**src/rtl/wdt_win_pkg.sv**
```systemverilog
package wdt_win_pkg;

   typedef enum logic [1:0] {
      REG_CFG  = 2'd0,
      REG_TMO  = 2'd1,
      REG_FEED = 2'd2,
      REG_NONE = 2'd3
   } reg_sel_e;

   typedef enum logic [1:0] {
      EN_OFF  = 2'b00,
      EN_FEED = 2'b01,
      EN_QA   = 2'b10,
      EN_RSVD = 2'b11
   } en_mode_e;

   // packed from bit 3 down to bit 0 of the configuration register
   typedef struct packed {
      logic     act_rst;
      logic     slow;
      en_mode_e en;
   } cfg_t;

   localparam int CFG_W         = 4;
   localparam int TMO_SEL_LSB   = 4;
   localparam int TMO_RATIO_LSB = 0;
   localparam int FEED_BIT      = 0;
   localparam int IRQ_CLR_BIT   = 1;

endpackage

```
**src/rtl/wdt_win_prescale.sv**
```systemverilog
module wdt_win_prescale #(
   parameter int CLK_PER_TICK = 20000
) (
   input  logic clk,
   input  logic rst_n,
   input  logic clear_i,
   output logic tick_o
);

   generate
      if (CLK_PER_TICK == 1) begin : g_bypass
         logic unused_bypass;
         assign unused_bypass = clk ^ rst_n ^ clear_i;
         assign tick_o = 1'b1;
      end else begin : g_count
         localparam int PRE_W = $clog2(CLK_PER_TICK);
         logic [PRE_W-1:0] cnt_q;

         always_ff @(posedge clk or negedge rst_n) begin
            if (!rst_n) begin
               cnt_q <= '0;
            end else if (clear_i || tick_o) begin
               cnt_q <= '0;
            end else begin
               cnt_q <= cnt_q + PRE_W'(1);
            end
         end

         assign tick_o = (cnt_q == PRE_W'(CLK_PER_TICK - 1));
      end
   endgenerate

endmodule

```
**src/rtl/wdt_win_timer.sv**
```systemverilog
module wdt_win_timer #(
   parameter int BASE_TICKS = 11,
   parameter int SEL_W      = 3,
   parameter int RATIO_W    = 2
) (
   input  logic               clk,
   input  logic               rst_n,
   input  logic               clear_i,
   input  logic               tick_i,
   input  logic               run_i,
   input  logic               feed_i,
   input  logic               slow_i,
   input  logic [SEL_W-1:0]   sel_i,
   input  logic [RATIO_W-1:0] ratio_i,
   output logic               early_o,
   output logic               late_o
);

   localparam int MAX_SEL_SH   = (1 << SEL_W) - 1;
   localparam int MAX_RATIO_SH = (1 << RATIO_W);
   localparam longint LONG_MAX = longint'(BASE_TICKS) << (MAX_SEL_SH + MAX_RATIO_SH);
   localparam int CNT_W        = $clog2(LONG_MAX + 1);

   logic [CNT_W-1:0] elapsed_q;
   logic [CNT_W-1:0] short_t;
   logic [CNT_W-1:0] long_t;

   always_comb begin
      short_t = CNT_W'(BASE_TICKS) << sel_i;
      long_t  = (short_t << ratio_i) << 1;
   end

   always_ff @(posedge clk or negedge rst_n) begin
      if (!rst_n) begin
         elapsed_q <= '0;
      end else if (clear_i) begin
         elapsed_q <= '0;
      end else if (tick_i) begin
         elapsed_q <= elapsed_q + CNT_W'(1);
      end
   end

   assign early_o = run_i && feed_i && !slow_i && (elapsed_q < short_t);
   assign late_o  = run_i && (elapsed_q >= long_t);

endmodule

```
**src/rtl/wdt_win_regs.sv**
```systemverilog
module wdt_win_regs
   import wdt_win_pkg::*;
#(
   parameter int DATA_W  = 8,
   parameter int SEL_W   = 3,
   parameter int RATIO_W = 2
) (
   input  logic               clk,
   input  logic               rst_n,
   input  logic               wr_en,
   input  logic [1:0]         wr_addr,
   input  logic [DATA_W-1:0]  wr_data,
   output cfg_t               cfg_o,
   output logic [SEL_W-1:0]   sel_o,
   output logic [RATIO_W-1:0] ratio_o,
   output logic               feed_wr_o,
   output logic               irq_clr_o
);

   logic unused_data;
   assign unused_data = ^wr_data;

   always_ff @(posedge clk or negedge rst_n) begin
      if (!rst_n) begin
         cfg_o   <= '0;
         sel_o   <= '0;
         ratio_o <= '0;
      end else if (wr_en) begin
         case (reg_sel_e'(wr_addr))
            REG_CFG: cfg_o <= cfg_t'(wr_data[CFG_W-1:0]);
            REG_TMO: begin
               sel_o   <= wr_data[TMO_SEL_LSB +: SEL_W];
               ratio_o <= wr_data[TMO_RATIO_LSB +: RATIO_W];
            end
            default: ;
         endcase
      end
   end

   assign feed_wr_o = wr_en && (wr_addr == REG_FEED) && wr_data[FEED_BIT];
   assign irq_clr_o = wr_en && (wr_addr == REG_FEED) && wr_data[IRQ_CLR_BIT];

endmodule

```
**src/rtl/wdt_win.sv**
```systemverilog
module wdt_win
   import wdt_win_pkg::*;
#(
   parameter int CLK_PER_TICK = 20000,
   parameter int BASE_TICKS   = 11,
   parameter int SEL_W        = 3,
   parameter int RATIO_W      = 2,
   parameter int RST_CYCLES   = 32,
   parameter int DATA_W       = 8
) (
   input  logic              clk,
   input  logic              rst_n,
   input  logic              wr_en,
   input  logic [1:0]        wr_addr,
   input  logic [DATA_W-1:0] wr_data,
   output logic              wd_irq,
   output logic              wd_rst
);

   localparam int PULSE_W = $clog2(RST_CYCLES + 1);

   initial begin : param_chk
      if (CLK_PER_TICK < 1)  $error("CLK_PER_TICK must be at least 1");
      if (BASE_TICKS < 1)    $error("BASE_TICKS must be at least 1");
      if (RST_CYCLES < 1)    $error("RST_CYCLES must be at least 1");
      if (TMO_SEL_LSB + SEL_W > DATA_W) $error("select field does not fit DATA_W");
      if (RATIO_W > TMO_SEL_LSB)        $error("ratio field overlaps select field");
      if (DATA_W < CFG_W)               $error("DATA_W too narrow for configuration");
   end

   cfg_t               cfg;
   logic [SEL_W-1:0]   sel;
   logic [RATIO_W-1:0] ratio;
   logic               feed_wr;
   logic               irq_clr;
   logic               active;
   logic               active_q;
   logic               enable_edge;
   logic               hold;
   logic               run;
   logic               tick;
   logic               early;
   logic               late;
   logic               fault;
   logic               clear;
   logic [PULSE_W-1:0] pulse_q;
   logic               irq_q;

   wdt_win_regs #(
      .DATA_W  (DATA_W),
      .SEL_W   (SEL_W),
      .RATIO_W (RATIO_W)
   ) u_regs (
      .clk       (clk),
      .rst_n     (rst_n),
      .wr_en     (wr_en),
      .wr_addr   (wr_addr),
      .wr_data   (wr_data),
      .cfg_o     (cfg),
      .sel_o     (sel),
      .ratio_o   (ratio),
      .feed_wr_o (feed_wr),
      .irq_clr_o (irq_clr)
   );

   assign active      = (cfg.en == EN_FEED);
   assign enable_edge = active && !active_q;
   assign hold        = (pulse_q != '0);
   assign run         = active && !hold;
   assign fault       = early || late;
   assign clear       = !run || enable_edge || feed_wr || fault;

   wdt_win_prescale #(
      .CLK_PER_TICK (CLK_PER_TICK)
   ) u_prescale (
      .clk     (clk),
      .rst_n   (rst_n),
      .clear_i (clear),
      .tick_o  (tick)
   );

   wdt_win_timer #(
      .BASE_TICKS (BASE_TICKS),
      .SEL_W      (SEL_W),
      .RATIO_W    (RATIO_W)
   ) u_timer (
      .clk     (clk),
      .rst_n   (rst_n),
      .clear_i (clear),
      .tick_i  (tick),
      .run_i   (run),
      .feed_i  (feed_wr),
      .slow_i  (cfg.slow),
      .sel_i   (sel),
      .ratio_i (ratio),
      .early_o (early),
      .late_o  (late)
   );

   always_ff @(posedge clk or negedge rst_n) begin
      if (!rst_n) begin
         active_q <= 1'b0;
         irq_q    <= 1'b0;
         pulse_q  <= '0;
      end else begin
         active_q <= active;
         if (fault) begin
            irq_q <= 1'b1;
         end else if (irq_clr) begin
            irq_q <= 1'b0;
         end
         if (fault && cfg.act_rst) begin
            pulse_q <= PULSE_W'(RST_CYCLES);
         end else if (hold) begin
            pulse_q <= pulse_q - PULSE_W'(1);
         end
      end
   end

   assign wd_irq = irq_q;
   assign wd_rst = hold;

endmodule

```
**config.mk**
```make
export PLATFORM = sky130hd
export DESIGN_NAME = wdt_win
export DESIGN_NICKNAME = d
export VERILOG_FILES = /design/src/rtl/wdt_win_pkg.sv /design/src/rtl/wdt_win_prescale.sv /design/src/rtl/wdt_win_timer.sv /design/src/rtl/wdt_win_regs.sv /design/src/rtl/wdt_win.sv
export SDC_FILE = /design/constraint.sdc
export NUM_CORES = 1
export LEC_CHECK = 0
export BUFFER_PORTS_ARGS = -buffer_cell sky130_fd_sc_hd__clkbuf_2
export CAP_MARGIN = 20
export CORE_MARGIN = 5
export CORE_UTILIZATION = 62
export DETAILED_ROUTE_END_ITERATION = 12
export PLACE_DENSITY_LB_ADDON = 0.05
export SLEW_MARGIN = 30
export SYNTH_ARGS = -nofsm -noshare
export SYNTH_HDL_FRONTEND = slang
export SYNTH_SLANG_ARGS = --single-unit
```
**constraint.sdc**
```tcl
create_clock -name clk -period 3.91 [get_ports clk]
set_clock_uncertainty 0.1 [all_clocks]
set_input_delay 0.5865 -clock clk [delete_from_list [all_inputs] [get_ports clk]]
set_output_delay 0.5865 -clock clk [all_outputs]
set_load 0.01 [all_outputs]
```
==> Word level (Yosys, flattened, before mapping) <==
Cells that the tools add are included.
{ "word_totals": {"in_bits": 13, "register_bits": 47, "out_inout_bits": 2, "elab_cells": 54} }
{ "op_classes": {"add_sub_neg": 3, "n_eq_ne": 4, "muxes": 7, "shifts": 2, "reduce_logical": 26, "magnitude_cmp": 2} }
{ "ops": {"columns": ["cell", "n"], "rows": [
  ["$mux W15", 3],
  ["$add A15 B1 Y15 const B", 2],
  ["$eq A15 B15 Y1 const B", 1],
  ["$ge A15 B15 Y1", 1],
  ["$lt A15 B15 Y1", 1],
  ["$shl A15 B2 Y14", 1],
  ["$shl A4 B3 Y15 const A", 1],
  ["$mux W6", 2],
  ["$logic_and A1 B1 Y1", 10],
  ["$reduce_bool A2 Y1", 3],
  ["$reduce_bool A6 Y1", 1],
  ["$sub A6 B1 Y6 const B", 1],
  ["$logic_or A1 B1 Y1", 5],
  ["$eq A2 B1 Y1 const B", 2],
  ["$logic_not A1 Y1", 4],
  ["$reduce_and A2 Y1", 2],
  ["$eq A2 B2 Y1 const B", 1],
  ["$logic_not A2 Y1", 1],
  ["$mux W1", 2]
]} }

==> Longest topological paths before layout <==
Gate-level depths: netlist of run 1.
{ "logic_depth": {"ltp_word": 10, "depth_mapped": 15, "ltp_nobuf": 14} }

==> Hierarchy <==
A second synthesis of run 1 with hierarchy kept.
{ "unflattened": {"cells_unflattened": 357, "area_unflattened_um2": 3344.5} }
{ "modules_own_cells": {"columns": ["mod", "cells_per_inst", "area_each_um2", "seq_area_each_um2", "instances"], "rows": [
  ["wdt_win_timer", 215, 1776.7, 375.4, 1],
  ["wdt_win_prescale", 74, 737.0, 375.4, 1],
  ["wdt_win", 45, 446.7, 200.2, 1],
  ["wdt_win_regs", 23, 384.1, 225.2, 1]
]} }

==> Least setup slack after synthesis of run 1 <==
Ideal clock, no wire load.
{ "synth_timing": {"kind": "flip-flop to flip-flop", "from": "register u_regs.sel_o[0]", "to": "register u_prescale.g_count.cnt_q[10]", "slack_ns": 0.901, "t_arrival_ns": 2.838, "path_stages_with_launch": 15, "period_less_slack_ns": 3.009, "setup_time_ns": 0.071, "t_required_ns": 3.739, "n_path_buf": 1, "cell_sequence": "dfrtp_1 -> inv_1 -> ha_1 -> nor2b_1 -> a211oi_1 -> a21oi_1 -> o21ai_0 -> ha_1 -> a21oi_1 -> nand3_1 -> o211ai_1 -> nand3_4 -> or2_4 -> buf_6 -> nor2_1"} }
{ "synth_between": {"elab_chain_len": 8, "elab_cells_between_ends": 10, "cone_classes": "2 x order compare; 2 x shift; 1 x mux; 5 x reduce/logical"} }
{ "synth_lines": {"columns": ["item", "line", "text"], "rows": [
  ["start, declared", "wdt_win_regs.sv:14", "output logic [SEL_W-1:0] sel_o,"],
  ["start signal, assigned", "wdt_win_regs.sv:32", "sel_o <= wr_data[TMO_SEL_LSB +: SEL_W];"],
  ["$shl A4 B3 Y15 (*)", "wdt_win_timer.sv:29", "short_t = CNT_W'(BASE_TICKS) << sel_i;"],
  ["$shl A15 B2 Y14", "wdt_win_timer.sv:30", "long_t = (short_t << ratio_i) << 1;"],
  ["$ge A15 B15 Y1", "wdt_win_timer.sv:44", "assign late_o = run_i && (elapsed_q >= long_t);"],
  ["$logic_and A1 B1 Y1", "wdt_win_timer.sv:44", null],
  ["$logic_or A1 B1 Y1 (*)", "wdt_win.sv:70", "assign fault = early || late;"],
  ["$logic_or A1 B1 Y1 (*)", "wdt_win.sv:71", "assign clear = !run || enable_edge || feed_wr || fault;"],
  ["$logic_or A1 B1 Y1 (*)", "wdt_win_prescale.sv:22", "end else if (clear_i || tick_o) begin"],
  ["$mux W15 (*)", "wdt_win_prescale.sv:22", null],
  ["end signal, assigned", "wdt_win_prescale.sv:25", "cnt_q <= cnt_q + PRE_W'(1);"],
  ["end, declared", "wdt_win_prescale.sv:17", "logic [PRE_W-1:0] cnt_q;"]
]} }
Mark *: on every way between the ends. The rest lies on a longest branch, timed or not.
A chain may end at the register's enable or synchronous reset.

==> Worst setup path in the final report of run 1 <==
{ "layout_timing": {"from": "register u_regs.sel_o[0]", "to": "register u_prescale.g_count.cnt_q[3]"} }
Same word-level chain as after synthesis.

==> key figures, run 1 <==
Global route
  • Initial antenna violation count: 0
  • Maximum number of pins on one net before global-route repair: 29
  • First-pass GRT wire length: between 10 and 15 mm
  • GR Util All Layers: about 21%
  • Number of global-route vias before repair: around 2300
  • Gr ovfl total: 0

Outcome
  • Status: completed

STA
  • Slew @ Worst Pin: roughly 0.75 ns
  • # setup viols final: 0
  • Final Max Slew Viols: 0
  • Fin crit period: between 3 and 4 ns
  • RSZ-0062 raised after global routing: no
  • Fmax: 299.8 MHz
  • Fin Hold WS: 0.2225 ns
  • Fin. Hold Viols: 0
  • Slew margin rel.: 49.82%
  • Setup TNS: 0 ns
  • Period utilization: between 80 and 90%

Worst setup path
  • Worst-path fanout max: 12
  • Critical R2R Launch: u_regs.sel_o[0]$_DFFE_PN0P_
  • Worst Path Arrival: 3.46 ns
  • CP endpoint: u_prescale.g_count.cnt_q[3]$_DFF_PN0_
  • Type of origin of the critical path: register
  • Worst flop-to-flop path endpoint: u_prescale.g_count.cnt_q[3]$_DFF_PN0_
  • CP Launch Point: u_regs.sel_o[0]$_DFFE_PN0P_
  • Reg2Reg Depth: 14
  • Worst R2R Setup Slack: approximately 0.57 ns
  • Worst setup path category: reg2reg
  • WP data required: 4.04 ns
  • Crit. End Element: register

Floorplanning
  • Die area: 6770 sq um
  • Initial Utilization: a little under two thirds
  • Die width: 82.28 um
  • Row count: 26
  • Io pins: 15
  • Core area: 5107 sq um
  • Die extent in y: 82.28 um

Logic synthesis
  • Syn_nets: 398
  • Netlist cell types: 53
  • EDFF count, synth: 0
  • Synth Area per Inst: 9.151 sq um
  • Post-synth top flop: dfrtp_1
  • Mapped Area: 3239 sq um
  • #FFs+latches synth: 47
  • Yosys Warn Count: 0
  • Post-Synthesis Cells: 354
  • Sequential share of the synthesized area: 36.31%
  • FFs w/ async S/R, synth: 100.0%

Place
  • Post-Place Cells: 425
  • DP HPWL: 4.632 mm
  • I/O Buffers: 13
  • RePlAce Congestion: 0.8169
  • Placed cell area: 3349 sq um

Routing
  • Iter 0 DRT Violations: roughly 110
  • Antenna-violating nets left: 0
  • Drt via density: approximately 5.7
  • Routed WL: 6.228 mm
  • Wire per inst: 14.42 um
  • Vias: approximately 2500
  • Pre-antenna DRT Iters: 7
  • # DRC: 0

Power
  • Leak Pwr: approximately 1.5 nW
  • P per Cell Area: 388.3 nW/um^2
  • Max VDD drop: 0.0002910 V

CTS
  • Clk root buf: clkbuf_8
  • # hold bufs at CTS: 0
  • CTS Buf Count: 5
  • H-tree Lvls: 2
  • CTS Buffer Depth: 2
  • CTS sink cnt: 47
  • Worst-skew pair later-pin latency: about 0.3 ns
  • TritonCTS clock tree: done
  • Post-cts resize count: 0
  • Setup Buffers After CTS: 0
  • Worst-path clk slew: approximately 0.090 ns

Cells and area
  • Most frequent cells in the layout: dfrtp_1 (47), nor2_1 (43), nand2_1 (35)
  • Final instance area: about 3400 sq um
  • Area Overhead vs Synth: 6.219%
  • Share of cells above drive strength 1: between 10% and 20%
  • Fin nets: 406
  • Number of inserted diodes: 0
  • Fin cells: 432
  • Leading cell type in the layout, fill and taps excluded: dfrtp_1

Hold path
  • Hold Crit Class: in2async

Flow run
  • Max Cap Viol: 0
cells by family (layout without fill, tap and decap cells):
kind of cell	Yosys count	count (layout)	share of synthesized area [%]
simple gates	148	148	24.06
compound gates	53	53	9.927
flops	47	47	36.31
fa+ha+maj	31	31	11.97
xor+xnor	29	29	7.841
buf+inv	26	34	3.283
mux	20	20	6.605
power by group:
group | switching, W | total (W) | internal (W)
Clock | 0.000162 | 0.000304 | 0.000142
Combinational | 0.000216 | 0.000416 | 0.000200
Sequential | 0.0000793 | 0.000616 | 0.000536
Total | 0.000458 | 0.00134 | 0.000879
how the worst min path moves through the flow:
stage | slack, ns | start | to
finish | 0.22 | rst_n | u_timer.elapsed_q[2]$_DFFE_PN0P_
floorplan | 0.19 | rst_n | active_q$_DFF_PN0_
global route | 0.27 | rst_n | u_timer.elapsed_q[10]$_DFFE_PN0P_
detailed placement | 0.38 | u_regs.cfg_o[1]$_DFFE_PN0P_ | active_q$_DFF_PN0_
CTS | 0.24 | rst_n | u_timer.elapsed_q[0]$_DFFE_PN0P_
global placement | 0.38 | u_regs.cfg_o[1]$_DFFE_PN0P_ | active_q$_DFF_PN0_
state kept, by name (all words and copies together), names as in the netlist:
| name | flops |
|---|---|
| active_q | 1 |
| pulse_q | 6 |
| u_prescale.g_count.cnt_q | 15 |
| u_regs.cfg_o | 4 |
| u_regs.ratio_o | 2 |
| u_regs.sel_o | 3 |
| u_timer.elapsed_q | 15 |
| wd_irq | 1 |
per-stage QoR:
stage	utilization, %	total power, W	worst slack, ns
finish	67.37	0.001336	0.5747
global route	67.37	0.001444	0.2366
CTS	67.37	0.001349	0.5762
detailed placement	65.58	0.001040	0.5917
global placement	65.58	0.001031	0.6105
floorplan	-	0.0009457	0.9007
area by class of cell:
class                           instances  area [sq um]
Timing Repair Buffer                   16         87.58
Multi-Input combinational cell        281          1957
Fill cell                             444          1667
Tap cell                               70         87.58
Inverter                               11         41.29
Clock inverter                          1         8.758
Clock buffer                            6         82.58
Sequential cell                        47          1176
synthesized netlist by cell type (all sizes together), types with 7 or more instances:
master	instances	area share, %
nor2	43	5.0
nand3	13	2.4
o21ai	15	2.3
xnor2	9	2.4
ha	31	12
inv	11	1.3
nand2b	7	1.4
dfrtp	47	36
nand4	9	1.7
mux2i	9	2.8
xor2	20	5.4
clkbuf	11	1.3
mux2	11	3.8
nand2	35	4.1
a21oi	18	2.8
routing by layer:
layer  GRT usage, %  vias to the layer above  part of all wire [%]
met4          5.648                        0                   1.4
met5              0                        -                     0
li1               -                     1261                     -
met3          3.037                        8                   1.4
met2          34.62                       16                    48
met1          27.87                     1180                    49
worst max-delay path, stage by stage, from the launching register on:
cell,delay [ns]
dfrtp_1,0.53
inv_1,0.17
ha_1,0.40
nand2_1,0.08
o21ai_0,0.11
nand2_1,0.10
o21ai_0,0.13
mux2i_1,0.20
ha_1,0.28
a21oi_1,0.15
o21ai_0,0.11
a21oi_1,0.35
nand3_4,0.10
or2_4,0.33
nor2_1,0.12
Power figures use the tool's default switching activity.
==> run 2, diff against run 1 <==
Settings changed: ABC_CLOCK_PERIOD_IN_PS from default to 3880, CORE_UTILIZATION 62 to 67.
Clock period 3.91 ns to 3.88 ns, I/O delays scaled along.
==> run 2 against run 1 <==
Against the previous run:
- sequential cell count did not move
- combinational power rose by 1%
- clock power fell by 5%
- total power fell by 0.31%
- critical endpoint is now u_prescale.g_count.cnt_q[10]$_DFF_PN0_
- highest routed layer unchanged
==> key figures, run 2 (synthesized netlist as in run 1, its figures left out) <==
Worst setup path
  • Reg2Reg Depth: 13
  • Type of origin of the critical path: register
  • Worst-path fanout max: 12
  • WP data required: roughly 4 ns
  • Worst flop-to-flop path endpoint: u_prescale.g_count.cnt_q[10]$_DFF_PN0_
  • Critical-path cell list: inv_1, ha_1, nor2b_1, a211oi_1, a21oi_1, o21ai_0, ha_1, a21oi_1, nand3_1, o211ai_1, nand3_4, or2_4, nor2_1
  • Worst R2R Setup Slack: slightly above 0.5 ns
  • Critical R2R Launch: u_regs.sel_o[0]$_DFFE_PN0P_
  • Crit. End Element: register
  • Worst setup path category: reg2reg
  • Worst Path Arrival: 3.50 ns
  • Slowest stage delay, CP: 0.55 ns
  • Slowest-stage cell, CP: dfrtp_1

CTS
  • CTS Buffer Depth: 2
  • # hold bufs at CTS: 0
  • Worst-path clk slew: 0.08 ns
  • CTS Buf Count: 5
  • Setup Buffers After CTS: 0
  • CTS sink cnt: between 40 and 50
  • H-tree Lvls: 2
  • Post-cts resize count: 0
  • Clk root buf: clkbuf_8
  • Worst-skew pair later-pin latency: 0.30 ns
  • TritonCTS clock tree: done

Cells and area
  • Number of inserted diodes: 0
  • Fin nets: 406
  • Final core utilization: between 70% and 80%
  • Share of cells above drive strength 1: 11.02%
  • Leading cell type in the layout, fill and taps excluded: dfrtp_1
  • Most frequent cells in the layout: dfrtp_1 (47), nor2_1 (43), nand2_1 (35)
  • Largest regs: u_prescale.g_count.cnt_q: 15 flops, u_timer.elapsed_q: 15 flops, pulse_q: 6 flops
  • Area Overhead vs Synth: 5.910%

Hold path
  • Hold Crit Class: in2async

Routing
  • Detail Route met2 WL: 3.255 mm
  • DR top layer: met4
  • Vias: approximately 2500
  • # DRC: 0
  • Met3 wire len: approximately 150 um
  • Wire per inst: 14.72 um
  • Drt via density: 5.793
  • Antenna-violating nets left: 0
  • M1 wire length: 2.802 mm
  • Pre-antenna DRT Iters: 4
  • Routed WL: 6.329 mm
  • Iter 0 DRT Violations: 139

STA
  • Fin. Hold Viols: 0
  • Setup TNS: 0 ns
  • Final Max Slew Viols: 0
  • Fin Hold WS: 0.09056 ns
  • Slew margin rel.: 48.51%
  • Fmax: 297.2 MHz
  • Slew @ Worst Pin: 0.7723 ns
  • # setup viols final: 0
  • Fin crit period: ~3.4 ns
  • Period utilization: 86.72%
  • RSZ-0062 raised after global routing: no
  • Post-route setup slack: around 0.5 ns

Flow run
  • Max Cap Viol: 0

Global route
  • First-pass GRT wire length: 11.16 mm
  • Maximum number of pins on one net before global-route repair: 34
  • Initial antenna violation count: 0
  • Gr ovfl total: 0
  • Number of global-route vias before repair: 2472
  • GR Util All Layers: about 22%

Floorplanning
  • Io pins: 15
  • Die width: roughly 80 um
  • Initial Utilization: 68.58%
  • Die extent in y: 79.54 um
  • Core area: about 4700 sq um
  • Row count: 25
  • Die area: 6326 sq um

Power
  • Max VDD drop: 0.0003088 V
  • Leak Pwr: 1.511 nW
  • P per Cell Area: 388.2 nW/um^2

Place
  • DP HPWL: around 4.8 mm
  • Setup slack after placement: 0.5082 ns
  • RePlAce Congestion: about 0.84
  • I/O Buffers: 13

Outcome
  • Status: completed
## run 2: cell count changes in the layout (fill, tap and decap cells not counted), sizes merged
cell      delta
clkinvlp     +1
inv          -1
clkinv       +1
## run 2: power breakdown
| group | leakage, nW | total [W] | internal [W] | switching, W |
|---|---|---|---|---|
| Sequential | 0.626 | 0.000622 | 0.000541 | 0.0000811 |
| Combinational | 0.844 | 0.000421 | 0.000201 | 0.000220 |
| Clock | 0.0412 | 0.000290 | 0.000126 | 0.000164 |
| Total | 1.51 | 0.00133 | 0.000867 | 0.000465 |
## run 2: area by class of cell
cell class	instances	area (sq um)
clock buffer	6	72.57
inverter	11	41.29
timing repair buffer	16	87.58
clock inverter	2	12.51
sequential	47	1176
fill	390	1292
multi-input combinational	281	1957
tap	67	83.83
## run 2: stage by stage
step | instances | instance area (sq um) | total power [W]
final | 430 | 3431 | 0.001332
after global routing | 430 | 3431 | 0.001442
after CTS | 430 | 3431 | 0.001344
after detailed placement | 422 | 3346 | 0.001051
after global placement | 422 | 3346 | 0.001037
after floorplan | 354 | 3239 | 0.0009530
## run 2: worst max-delay path, delay by kind of cell (launching register included)
kind | cells | cell delay, ns
adders and majority gates | 2 | 0.60
AOI/OAI and AO/OA | 5 | 1.04
DFF | 1 | 0.55
and+or+nand+nor | 5 | 0.82
buffers and inverters | 1 | 0.18
## run 2: how the worst max path moves through the flow
stage,cells after the start,end,start
after floorplan,14,u_prescale.g_count.cnt_q[10]$_DFF_PN0_,u_regs.sel_o[0]$_DFFE_PN0P_
after global placement,13,u_prescale.g_count.cnt_q[3]$_DFF_PN0_,u_regs.sel_o[0]$_DFFE_PN0P_
after detailed placement,13,u_prescale.g_count.cnt_q[13]$_DFF_PN0_,u_regs.sel_o[0]$_DFFE_PN0P_
after CTS,13,u_prescale.g_count.cnt_q[10]$_DFF_PN0_,u_regs.sel_o[0]$_DFFE_PN0P_
after global routing,13,u_prescale.g_count.cnt_q[9]$_DFF_PN0_,u_regs.sel_o[0]$_DFFE_PN0P_
final,13,u_prescale.g_count.cnt_q[10]$_DFF_PN0_,u_regs.sel_o[0]$_DFFE_PN0P_
## run 2: per-layer routing
layer  track usage (%)  up-vias
li1                  -     1256
met3             3.499       11
met4             6.873        0
met5                 0        -
met1             27.48     1202
met2             40.07       22
==> run 3, diff against run 2 <==
Settings changed: CTS_BUF_LIST from default to sky130_fd_sc_hd__clkbuf_16.
==> run 3 against run 2 <==
Against the previous run:
- setup slack better by 0.0074 ns
- sequential cell count stayed put
- largest cell class unchanged
- routed wire length is 0.81% higher
- fmax is 0.22% higher
- first-iteration DRC count is 17% higher
==> key figures, run 3 (synthesized netlist as in run 1, its figures left out) <==
Outcome
  • Status: completed

Worst setup path
  • Worst Path Arrival: 3.48 ns
  • Worst setup path category: reg2reg
  • Worst-path fanout max: 12
  • Type of origin of the critical path: register
  • Worst R2R Setup Slack: 0.52 ns
  • Crit. End Element: register
  • Reg2Reg Depth: 13
  • WP data required: about 4 ns
  • Critical R2R Launch: u_regs.sel_o[0]$_DFFE_PN0P_
  • Worst flop-to-flop path endpoint: u_prescale.g_count.cnt_q[10]$_DFF_PN0_

Floorplanning
  • Core area: 4723 sq um
  • Die area: 6326 sq um
  • Io pins: 15
  • Initial Utilization: between 60% and 70%
  • Die extent in y: 79.54 um
  • Row count: 25
  • Die width: about 80 um

STA
  • Period utilization: 86.53%
  • Fmax: 297.9 MHz
  • RSZ-0062 raised after global routing: no
  • Final Max Slew Viols: 0
  • Slew @ Worst Pin: 0.7612 ns
  • Fin. Hold Viols: 0
  • # setup viols final: 0
  • Fin crit period: between 3 and 4 ns
  • Setup TNS: 0 ns
  • Slew margin rel.: between 40% and 50%

Cells and area
  • Largest regs: u_prescale.g_count.cnt_q: 15 flops, u_timer.elapsed_q: 15 flops, pulse_q: 6 flops
  • Fillers: 382
  • Leading cell type in the layout, fill and taps excluded: dfrtp_1
  • Fin nets: 406
  • Footprint of the multi-input gates: 1957 sq um
  • Storage element area: 1176 sq um
  • Area Overhead vs Synth: 7.648%
  • Most frequent cells in the layout: dfrtp_1 (47), nor2_1 (43), nand2_1 (35)
  • Number of inserted diodes: 0
  • Final instance area: 3487 sq um
  • Share of cells above drive strength 1: 11.02%

Routing
  • # DRC: 0
  • Pre-antenna DRT Iters: 4
  • Wire per inst: 14.84 um
  • Routed WL: 6.380 mm
  • Antenna-violating nets left: 0
  • Vias: 2502
  • Drt via density: ~5.8
  • Iter 0 DRT Violations: 163

CTS
  • Setup Buffers After CTS: 0
  • Clk root buf: clkbuf_16
  • CTS sink cnt: 47
  • TritonCTS clock tree: done
  • Worst-path clk slew: 0.06 ns
  • Worst-skew pair later-pin latency: just under 0.3 ns
  • # hold bufs at CTS: 0
  • CTS Buffer Depth: 2
  • H-tree Lvls: 2
  • CTS Buf Count: 5
  • Post-cts resize count: 0

Power
  • Max VDD drop: 0.0003199 V
  • P per Cell Area: 418.7 nW/um^2
  • Leak Pwr: 1.541 nW

Global route
  • First-pass GRT wire length: 11.28 mm
  • Initial antenna violation count: 0
  • Number of global-route vias before repair: 2484
  • GR Util All Layers: 22.70%
  • Maximum number of pins on one net before global-route repair: 34
  • Gr ovfl total: 0

Hold path
  • Hold Crit Class: in2async

Place
  • I/O Buffers: 13
  • RePlAce Congestion: 0.8440
  • DP HPWL: approximately 4.8 mm
  • Placed cell area: 3346 sq um

Flow run
  • Max Cap Viol: 0
-- run 3: routing by layer --
metal  track usage, %  wire (um)  vias to the layer above
met5                0          0                        -
met4            6.186         88                        0
met3            3.725        163                       10
met2            40.57       3329                       24
met1            28.16       2799                     1211
li1                 -          -                     1257
-- run 3: layout make-up --
type | count | share of cell area (%)
clock buffers | 5 | 3.588
well taps | 67 | 2.404
inverters | 11 | 1.184
multi-input cells | 281 | 56.12
flip-flops and latches | 47 | 33.73
clock inverters | 3 | 0.4665
repair buffers | 16 | 2.512
-- run 3: power breakdown --
part / switching, W / internal, W
clock network: 0.000180 / 0.000235
logic: 0.000222 / 0.000201
registers: 0.0000809 / 0.000541
total: 0.000482 / 0.000978
-- run 3: how the worst max path moves through the flow --
stage | cells past startpoint | slack [ns] | from | end
after global placement | 13 | 0.59 | u_regs.sel_o[0]$_DFFE_PN0P_ | u_prescale.g_count.cnt_q[3]$_DFF_PN0_
after floorplan | 14 | 0.87 | u_regs.sel_o[0]$_DFFE_PN0P_ | u_prescale.g_count.cnt_q[10]$_DFF_PN0_
final | 13 | 0.52 | u_regs.sel_o[0]$_DFFE_PN0P_ | u_prescale.g_count.cnt_q[10]$_DFF_PN0_
after global routing | 13 | 0.20 | u_regs.sel_o[0]$_DFFE_PN0P_ | u_prescale.g_count.cnt_q[9]$_DFF_PN0_
after CTS | 13 | 0.49 | u_regs.sel_o[0]$_DFFE_PN0P_ | u_prescale.g_count.cnt_q[10]$_DFF_PN0_
after detailed placement | 13 | 0.51 | u_regs.sel_o[0]$_DFFE_PN0P_ | u_prescale.g_count.cnt_q[13]$_DFF_PN0_
-- run 3: per-stage QoR --
stage	std cells	setup slack, ns	power, W	util, %	hold WS [ns]
floorplan	354	0.8707	0.0009530	-	0.1864
finish	430	0.5227	0.001460	73.83	0.1144
global placement	422	0.5874	0.001037	70.83	0.3729
global route	430	0.2004	0.001569	73.83	0.1405
CTS	430	0.4936	0.001469	73.83	0.1197
detailed placement	422	0.5082	0.001051	70.83	0.3839
-- run 3: critical path: stages, from the launching register on --
cell      delay [ns]
dfrtp_1         0.54
inv_1           0.18
ha_1            0.29
nor2b_1         0.15
a211oi_1        0.22
a21oi_1         0.08
o21ai_0         0.18
ha_1            0.30
a21oi_1         0.17
nand3_1         0.11
o211ai_1        0.40
nand3_4         0.11
or2_4           0.33
nor2_1          0.12
